`src/rtl/dcd_pkg.sv`:
```
package dcd_pkg;

    // Cycle tracker states, advanced on sampled strobe edges.
    typedef enum logic [1:0] {
        CY_IDLE,
        CY_ROW,
        CY_ACCESS,
        CY_CBR
    } cyc_state_e;

    // One-cycle event pulses produced by the cycle classifier.
    typedef struct packed {
        logic cbr;       // column-before-row refresh recognised
        logic cbr_test;  // ... with write enable low
        logic ror;       // row-only refresh completed
        logic acc_go;    // column strobe fell inside an open row
        logic acc_wr;    // that access is a write
    } cyc_evt_t;

    function automatic logic quad_same(input logic [3:0] q);
        return (q == 4'b0000) || (q == 4'b1111);
    endfunction

endpackage

```
`src/rtl/dcd_sync.sv`:
```
module dcd_sync #(
    parameter int W = 1,
    parameter int STAGES = 2,
    parameter logic [W-1:0] RST_VAL = '0
) (
    input  logic         clk,
    input  logic         rst,
    input  logic [W-1:0] d,
    output logic [W-1:0] q
);

    logic [STAGES-1:0][W-1:0] pipe;

    generate
        if (STAGES == 1) begin : g_one
            always_ff @(posedge clk) begin
                if (rst) pipe[0] <= RST_VAL;
                else     pipe[0] <= d;
            end
        end else begin : g_many
            always_ff @(posedge clk) begin
                if (rst) pipe <= {STAGES{RST_VAL}};
                else     pipe <= {pipe[STAGES-2:0], d};
            end
        end
    endgenerate

    assign q = pipe[STAGES-1];

endmodule

```
`src/rtl/dcd_classify.sv`:
```
module dcd_classify
    import dcd_pkg::*;
#(
    parameter int ADDR_W = 3
) (
    input  logic              clk,
    input  logic              rst,
    input  logic              ras_n,
    input  logic              cas_n,
    input  logic              we_n,
    input  logic [ADDR_W-1:0] addr,
    output cyc_evt_t          evt,
    output logic [ADDR_W-1:0] row_q
);

    cyc_state_e st, st_nxt;
    logic       ras_prev, cas_prev;
    logic       ras_fall, ras_rise, cas_fall;

    assign ras_fall = ras_prev & ~ras_n;
    assign ras_rise = ~ras_prev & ras_n;
    assign cas_fall = cas_prev & ~cas_n;

    always_comb begin
        evt    = '0;
        st_nxt = st;
        unique case (st)
            CY_IDLE: begin
                if (ras_fall) begin
                    if (!cas_n) begin
                        evt.cbr      = 1'b1;
                        evt.cbr_test = ~we_n;
                        st_nxt       = CY_CBR;
                    end else begin
                        st_nxt = CY_ROW;
                    end
                end
            end
            CY_ROW: begin
                if (ras_rise) begin
                    evt.ror = 1'b1;
                    st_nxt  = CY_IDLE;
                end else if (cas_fall) begin
                    evt.acc_go = 1'b1;
                    evt.acc_wr = ~we_n;
                    st_nxt     = CY_ACCESS;
                end
            end
            CY_ACCESS: begin
                if (ras_rise) begin
                    st_nxt = CY_IDLE;
                end else if (cas_fall) begin
                    evt.acc_go = 1'b1;
                    evt.acc_wr = ~we_n;
                end
            end
            CY_CBR: begin
                if (ras_rise) st_nxt = CY_IDLE;
            end
            default: st_nxt = CY_IDLE;
        endcase
    end

    always_ff @(posedge clk) begin
        if (rst) begin
            st       <= CY_IDLE;
            ras_prev <= 1'b1;
            cas_prev <= 1'b1;
            row_q    <= '0;
        end else begin
            st       <= st_nxt;
            ras_prev <= ras_n;
            cas_prev <= cas_n;
            if (st == CY_IDLE && ras_fall && cas_n) row_q <= addr;
        end
    end

    // a refresh cycle never turns into an array access
    p_cbr_no_access_r3: assert property (@(posedge clk) disable iff (rst)
        (st == CY_CBR) |-> !evt.acc_go);

    // a row-only refresh always returns the tracker to idle
    p_ror_to_idle_r4: assert property (@(posedge clk) disable iff (rst)
        evt.ror |=> (st == CY_IDLE));

endmodule

```
`src/rtl/dcd_init_track.sv`:
```
module dcd_init_track #(
    parameter int STARTUP_CYC = 40000,
    parameter int INIT_CYCLES = 8
) (
    input  logic clk,
    input  logic rst,
    input  logic refresh,
    output logic ready
);

    localparam int WW = $clog2(STARTUP_CYC + 1);
    localparam int CW = $clog2(INIT_CYCLES + 1);

    logic [WW-1:0] wait_cnt;
    logic [CW-1:0] init_cnt;
    logic          wait_done;

    assign wait_done = (wait_cnt == WW'(STARTUP_CYC));
    assign ready     = (init_cnt == CW'(INIT_CYCLES));

    always_ff @(posedge clk) begin
        if (rst) begin
            wait_cnt <= '0;
            init_cnt <= '0;
        end else begin
            if (!wait_done) wait_cnt <= wait_cnt + 1'b1;
            if (wait_done && refresh && !ready) init_cnt <= init_cnt + 1'b1;
        end
    end

    // readiness never precedes the start-up interval
    p_ready_after_wait_r1: assert property (@(posedge clk) disable iff (rst)
        ready |-> wait_done);

    // readiness is sticky
    p_ready_sticky_r2: assert property (@(posedge clk) disable iff (rst)
        ready |=> ready);

endmodule

```
`src/rtl/dcd_store_port.sv`:
```
module dcd_store_port
    import dcd_pkg::*;
#(
    parameter int ADDR_W = 3
) (
    input  logic              clk,
    input  logic              rst,
    input  logic              acc_go,
    input  logic              acc_wr,
    input  logic              enable,
    input  logic              test,
    input  logic [ADDR_W-1:0] row,
    input  logic [ADDR_W-1:0] col,
    input  logic              cas_n,
    input  logic              din,
    output logic              dout,
    output logic              oe
);

    localparam int IW    = 2 * ADDR_W;
    localparam int DEPTH = 1 << IW;

    logic [DEPTH-1:0] mem;
    logic [IW-1:0]    idx, base;
    logic [3:0]       quad;
    logic             go, data_q, oe_q, pend_q;

    assign idx  = {row, col};
    assign base = idx & ~IW'(3);
    assign quad = mem[base +: 4];
    assign go   = acc_go & enable;

    always_ff @(posedge clk) begin
        if (rst) begin
            mem <= '0;
        end else if (go && acc_wr) begin
            if (test) mem[base +: 4] <= {4{din}};
            else      mem[idx]       <= din;
        end
    end

    always_ff @(posedge clk) begin
        if (rst) begin
            data_q <= 1'b0;
            oe_q   <= 1'b0;
            pend_q <= 1'b0;
        end else if (go && !acc_wr) begin
            data_q <= test ? quad_same(quad) : mem[idx];
            oe_q   <= !test;
            pend_q <= test;
        end else if (go || cas_n) begin
            oe_q   <= 1'b0;
            pend_q <= 1'b0;
        end else if (pend_q) begin
            oe_q   <= 1'b1;
            pend_q <= 1'b0;
        end
    end

    assign dout = data_q & oe_q;
    assign oe   = oe_q;

    // output released once the column strobe is high
    p_oe_cas_high_r6: assert property (@(posedge clk) disable iff (rst)
        cas_n |=> !oe);

    // writes never drive the pin
    p_write_no_oe_r6: assert property (@(posedge clk) disable iff (rst)
        (go && acc_wr) |=> !oe);

    // test read holds the pin off for the first cycle
    p_test_delay_r12: assert property (@(posedge clk) disable iff (rst)
        (go && !acc_wr && test) |=> !oe);

    // no access starts the output while disabled
    p_no_oe_disabled_r13: assert property (@(posedge clk) disable iff (rst)
        (!enable && !oe) |=> !oe);

endmodule

```
`src/rtl/dram_cycle_decoder.sv`:
```
module dram_cycle_decoder
    import dcd_pkg::*;
#(
    parameter int ADDR_W      = 3,
    parameter int SYNC_STAGES = 2,
    parameter int STARTUP_CYC = 40000,
    parameter int INIT_CYCLES = 8
) (
    input  logic              clk,
    input  logic              rst,
    input  logic              ras_n,
    input  logic              cas_n,
    input  logic              we_n,
    input  logic [ADDR_W-1:0] addr,
    input  logic              dq_in,
    output logic              dq_out,
    output logic              dq_oe,
    output logic              ready,
    output logic              test_active
);

    localparam int SW = ADDR_W + 4;
    localparam logic [SW-1:0] SYNC_RST = {3'b111, {(ADDR_W + 1){1'b0}}};

    logic [SW-1:0]     raw_v, syn_v;
    logic              s_ras, s_cas, s_we, s_dq;
    logic [ADDR_W-1:0] s_addr, row_q;
    cyc_evt_t          evt;
    logic              test_q;

    assign raw_v  = {ras_n, cas_n, we_n, dq_in, addr};
    assign s_ras  = syn_v[SW-1];
    assign s_cas  = syn_v[SW-2];
    assign s_we   = syn_v[SW-3];
    assign s_dq   = syn_v[ADDR_W];
    assign s_addr = syn_v[ADDR_W-1:0];

    dcd_sync #(.W(SW), .STAGES(SYNC_STAGES), .RST_VAL(SYNC_RST)) sync_i (
        .clk (clk),
        .rst (rst),
        .d   (raw_v),
        .q   (syn_v)
    );

    dcd_classify #(.ADDR_W(ADDR_W)) cls_i (
        .clk   (clk),
        .rst   (rst),
        .ras_n (s_ras),
        .cas_n (s_cas),
        .we_n  (s_we),
        .addr  (s_addr),
        .evt   (evt),
        .row_q (row_q)
    );

    dcd_init_track #(.STARTUP_CYC(STARTUP_CYC), .INIT_CYCLES(INIT_CYCLES)) init_i (
        .clk     (clk),
        .rst     (rst),
        .refresh (evt.cbr | evt.ror),
        .ready   (ready)
    );

    always_ff @(posedge clk) begin
        if (rst) begin
            test_q <= 1'b0;
        end else if (evt.cbr && evt.cbr_test && ready) begin
            test_q <= 1'b1;
        end else if (evt.ror || (evt.cbr && !evt.cbr_test)) begin
            test_q <= 1'b0;
        end
    end

    assign test_active = test_q;

    dcd_store_port #(.ADDR_W(ADDR_W)) store_i (
        .clk    (clk),
        .rst    (rst),
        .acc_go (evt.acc_go),
        .acc_wr (evt.acc_wr),
        .enable (ready),
        .test   (test_q),
        .row    (row_q),
        .col    (s_addr),
        .cas_n  (s_cas),
        .din    (s_dq),
        .dout   (dq_out),
        .oe     (dq_oe)
    );

    // test mode only exists on a ready device
    p_test_needs_ready_r7: assert property (@(posedge clk) disable iff (rst)
        test_active |-> ready);

    // row-only refresh always leaves test mode
    p_ror_exits_r9: assert property (@(posedge clk) disable iff (rst)
        evt.ror |=> !test_active);

    // test mode holds through accesses
    p_test_held_r8: assert property (@(posedge clk) disable iff (rst)
        (test_active && evt.acc_go) |=> test_active);

    // nothing is driven before readiness
    p_oe_needs_ready_r13: assert property (@(posedge clk) disable iff (rst)
        !ready |-> !dq_oe);

endmodule

```
`config.mk`:
```
export PLATFORM = sky130hd
export DESIGN_NAME = dram_cycle_decoder
export DESIGN_NICKNAME = d
export VERILOG_FILES = /design/src/rtl/dcd_pkg.sv /design/src/rtl/dcd_sync.sv /design/src/rtl/dcd_classify.sv /design/src/rtl/dcd_init_track.sv /design/src/rtl/dcd_store_port.sv /design/src/rtl/dram_cycle_decoder.sv
export SDC_FILE = /design/constraint.sdc
export NUM_CORES = 1
export LEC_CHECK = 0
export ABC_AREA = 1
export BUFFER_PORTS_ARGS = -buffer_cell sky130_fd_sc_hd__clkbuf_2
export CORE_MARGIN = 2
export CORE_UTILIZATION = 45
export DETAILED_ROUTE_END_ITERATION = 12
export MAX_ROUTING_LAYER = met4
export SKIP_LAST_GASP = 1
export SYNTH_ARGS = -nofsm -noshare
export SYNTH_HDL_FRONTEND = slang
export SYNTH_SLANG_ARGS = --single-unit
```
`constraint.sdc`:
```
create_clock -name clk -period 2.9 [get_ports clk]
set_input_delay 0.29 -clock clk [delete_from_list [all_inputs] [get_ports clk]]
set_output_delay 0.29 -clock clk [all_outputs]
set_load 0.01 [all_outputs]
```
==> results.cfg <==
[status]
status = finished clean

[floorplanning]
core_area_sq_um = 16400
die_width_um = 133
start_util = 0.456
rows = 47
die-area_sq_um = 17700
io_pins = 13
die_y_um = 133

[sta]
rsz0062_at_grt = false
setup_slack_ns = 0.666
slew_viol_final = 0
tns_ns = 0
hold_viol = 0
slew_headroom = 0.483
period_share = 0.770
min_period_ns = 2.23
max_freq_ghz = 0.448
tightest_slew_ns = 0.775
fin_skew_ns = 0.0126
setup_viol = 0

[final_layout]
n_antenna_cell = 0
nNetsFinal = 1254
utilization = 0.488
fill_cells = 1762
drive_above_1_share = 0.0883
areaGrowthSynthToFinish_pct = 7.20

[power_and_ir_drop]
seqPwrFrac = 0.472
leakagePower_nw = 3.63
p_per_area_nw_per_um2 = 410
switching_power_mw = 1.03
pwr-share-clk = 0.369
power_mw = 3.29
ir_drop_uv = 310
p_int_mw = 2.26
p_sw_frac = 0.314
power_frac_comb = 0.159

[place]
dp_hpwl_um = 17100
place.gp.congestion = 1.03
portBuffers = 12
dp_slack_ns = 0.691

[critical_path]
cp_max_fo = 27
arrival_ns = 2.49
max_stage_delay_ns = 0.37
rrSetupSlack_ns = 0.67
path_delay_family = simple AND/OR/NAND/NOR gates
required_ns = 3.15
path_cells = inv_1, ha_1, inv_1, nor2_1, nand3_2, nor2_8, buf_4, nand3_1, o21ai_0, a21oi_1
start_kind = register
crit_slowest_cell = dfxtp_1
end_kind = register
crit_type = register to register
cp_num_buf_inv = 3
crit_path_frequent_cell = inv_1

[grt]
grt_pass1_wl_um = 37900
grt.overflow.total = 0
grt_pass1_vias = 7215
antenna_found_initial = 0
grt_max_degree = 41
track_usage = 0.282

[min_path]
hold_path.class = primary input to register

[synth]
synth_area_leaders = dfxtp_1 (29%), nand2_1 (18%), o21ai_0 (9.2%)
syn_nets = 1261
yosysMostFrequentCell = nand2_1
async_flop_share = 0
avgSynthCellArea_sq_um = 6.03
synth-warning-count = 0
synth_largest_area_cell = dfxtp_1
syn_area_sq_um = 7470
synth_edf_count = 0
syn_inst = 1239
synth_cell_type_count = 43
synth_commonest_cells = nand2_1 (357), o21ai_0 (137), inv_1 (136)
synth_top_flop_cell = dfxtp_1
seq_area_frac_synth = 0.292
synth_top_cell_area_share = 0.292
ys_ff_latch = 109

[route]
route.detailed.drc = 0
vias = 7915
vias_per_cell = 5.44
postRouteAntennaNets = 0
drt-wirelength-per-cell_um = 16.5
drt_iter0_markers = 591
drt_pre_antenna_iters = 5
routed_wl_um = 24000

[run]
drv_cap = 0

[clock_tree]
clk_pin_slew_ns = 0.08
cts-root-buf = clkbuf_16
cts_sinks = 109
h-tree-depth = 3
cts_max_path_buffers = 2
cts_tree = done
postCtsSetupBuffers = 0
worstSkewPairLatency_ns = 0.37
cts_buffers = 9
cts_resized = 0
cts_hold_buffers = 0
==> final cells by class <==
cell class                 instances  area [sq um]  area share
timing repair buffer              35           245      0.0306
clock buffer                       9           225      0.0281
multi-input combinational        926          4470       0.557
clock inverter                     5          43.8     0.00547
tap                              220           275      0.0344
sequential                       109          2180       0.272
inverter                         151           574      0.0717
==> logic make-up after synthesis <==
| group | after synthesis | share of synthesized area |
|---|---|---|
| compound gates | 275 | 0.205 |
| xor+xnor | 3 | 0.00352 |
| fa+ha+maj | 13 | 0.0218 |
| buf+inv | 204 | 0.111 |
| flops | 109 | 0.292 |
| simple gates | 635 | 0.367 |
==> worst paths after layout <==
| check | from | to | depth (start not counted) |
|---|---|---|---|
| setup / recovery | cls_i.st[1]$_SDFFE_PP0P_ | store_i.mem[59]$_SDFFE_PP0P_ | 10 |
| hold / removal | addr[1] | sync_i.pipe[1]$_SDFF_PP0_ | 3 |
| setup reg to reg | cls_i.st[1]$_SDFFE_PP0P_ | store_i.mem[59]$_SDFFE_PP0P_ | 10 |
| hold reg to reg | sync_i.pipe[0]$_SDFF_PP0_ | sync_i.q[0]$_SDFF_PP0_ | 2 |
==> flip-flops by register name, summed over array words and instances, names as in the netlist <==
name	count
sync_i.q	7
store_i.data_q	1
init_i.wait_cnt	16
cls_i.st	2
cls_i.ras_prev	1
test_active	1
store_i.pend_q	1
sync_i.pipe	7
cls_i.cas_prev	1
cls_i.row_q	3
store_i.mem	64
init_i.init_cnt	4
store_i.oe	1
==> power by group through the flow <==
stage / clock network [mW] / logic (mW) / registers [mW]
floorplan: 0 / 0.386 / 1.58
global placement: 0 / 0.513 / 1.59
detailed placement: 0 / 0.512 / 1.59
CTS: 1.24 / 0.514 / 1.55
global route: 1.30 / 0.580 / 1.56
finish: 1.21 / 0.521 / 1.55
==> tightest hold or removal path: cells and delay by family <==
kind                   cells  cell delay (ns)
and+or+nand+nor            1             0.03
buffers and inverters      2             0.12
==> metrics by stage <==
step           instances  hold WS, ns  area [sq um]
4_1_cts             1455       0.0902          8010
5_1_grt             1455       0.0926          8010
6_report            1455       0.0998          8010
3_5_place_dp        1441        0.394          7740
3_3_place_gp        1441        0.391          7740
2_1_floorplan       1239        0.388          7470
==> layout by cell type (no fill, tap or decap), types with 4 or more instances in the layout <==
cell type	n
nor3_1	20
a211oi_1	12
inv_2	13
nor2_1	121
nor2_4	8
or2_2	6
o211ai_1	9
nand2_1	357
nand3_1	89
dfxtp_1	108
inv_1	135
o21ai_1	7
nor2_2	8
o31ai_1	4
a21oi_1	76
o31a_1	4
clkbuf_2	12
buf_4	22
o32ai_1	4
o21ai_0	137
nand2_4	4
a31oi_1	7
nand2_2	5
clkbuf_16	9
ha_1	13
nand4_1	10
==> metal layers <==
layer	vias up	GRT usage	routed length (um)
met5	-	-	0
met4	0	0.126	999
met3	61	0.0421	1460
met2	240	0.446	10900
met1	3605	0.357	10600
li1	4009	-	-
Power figures use the tool's default switching activity.
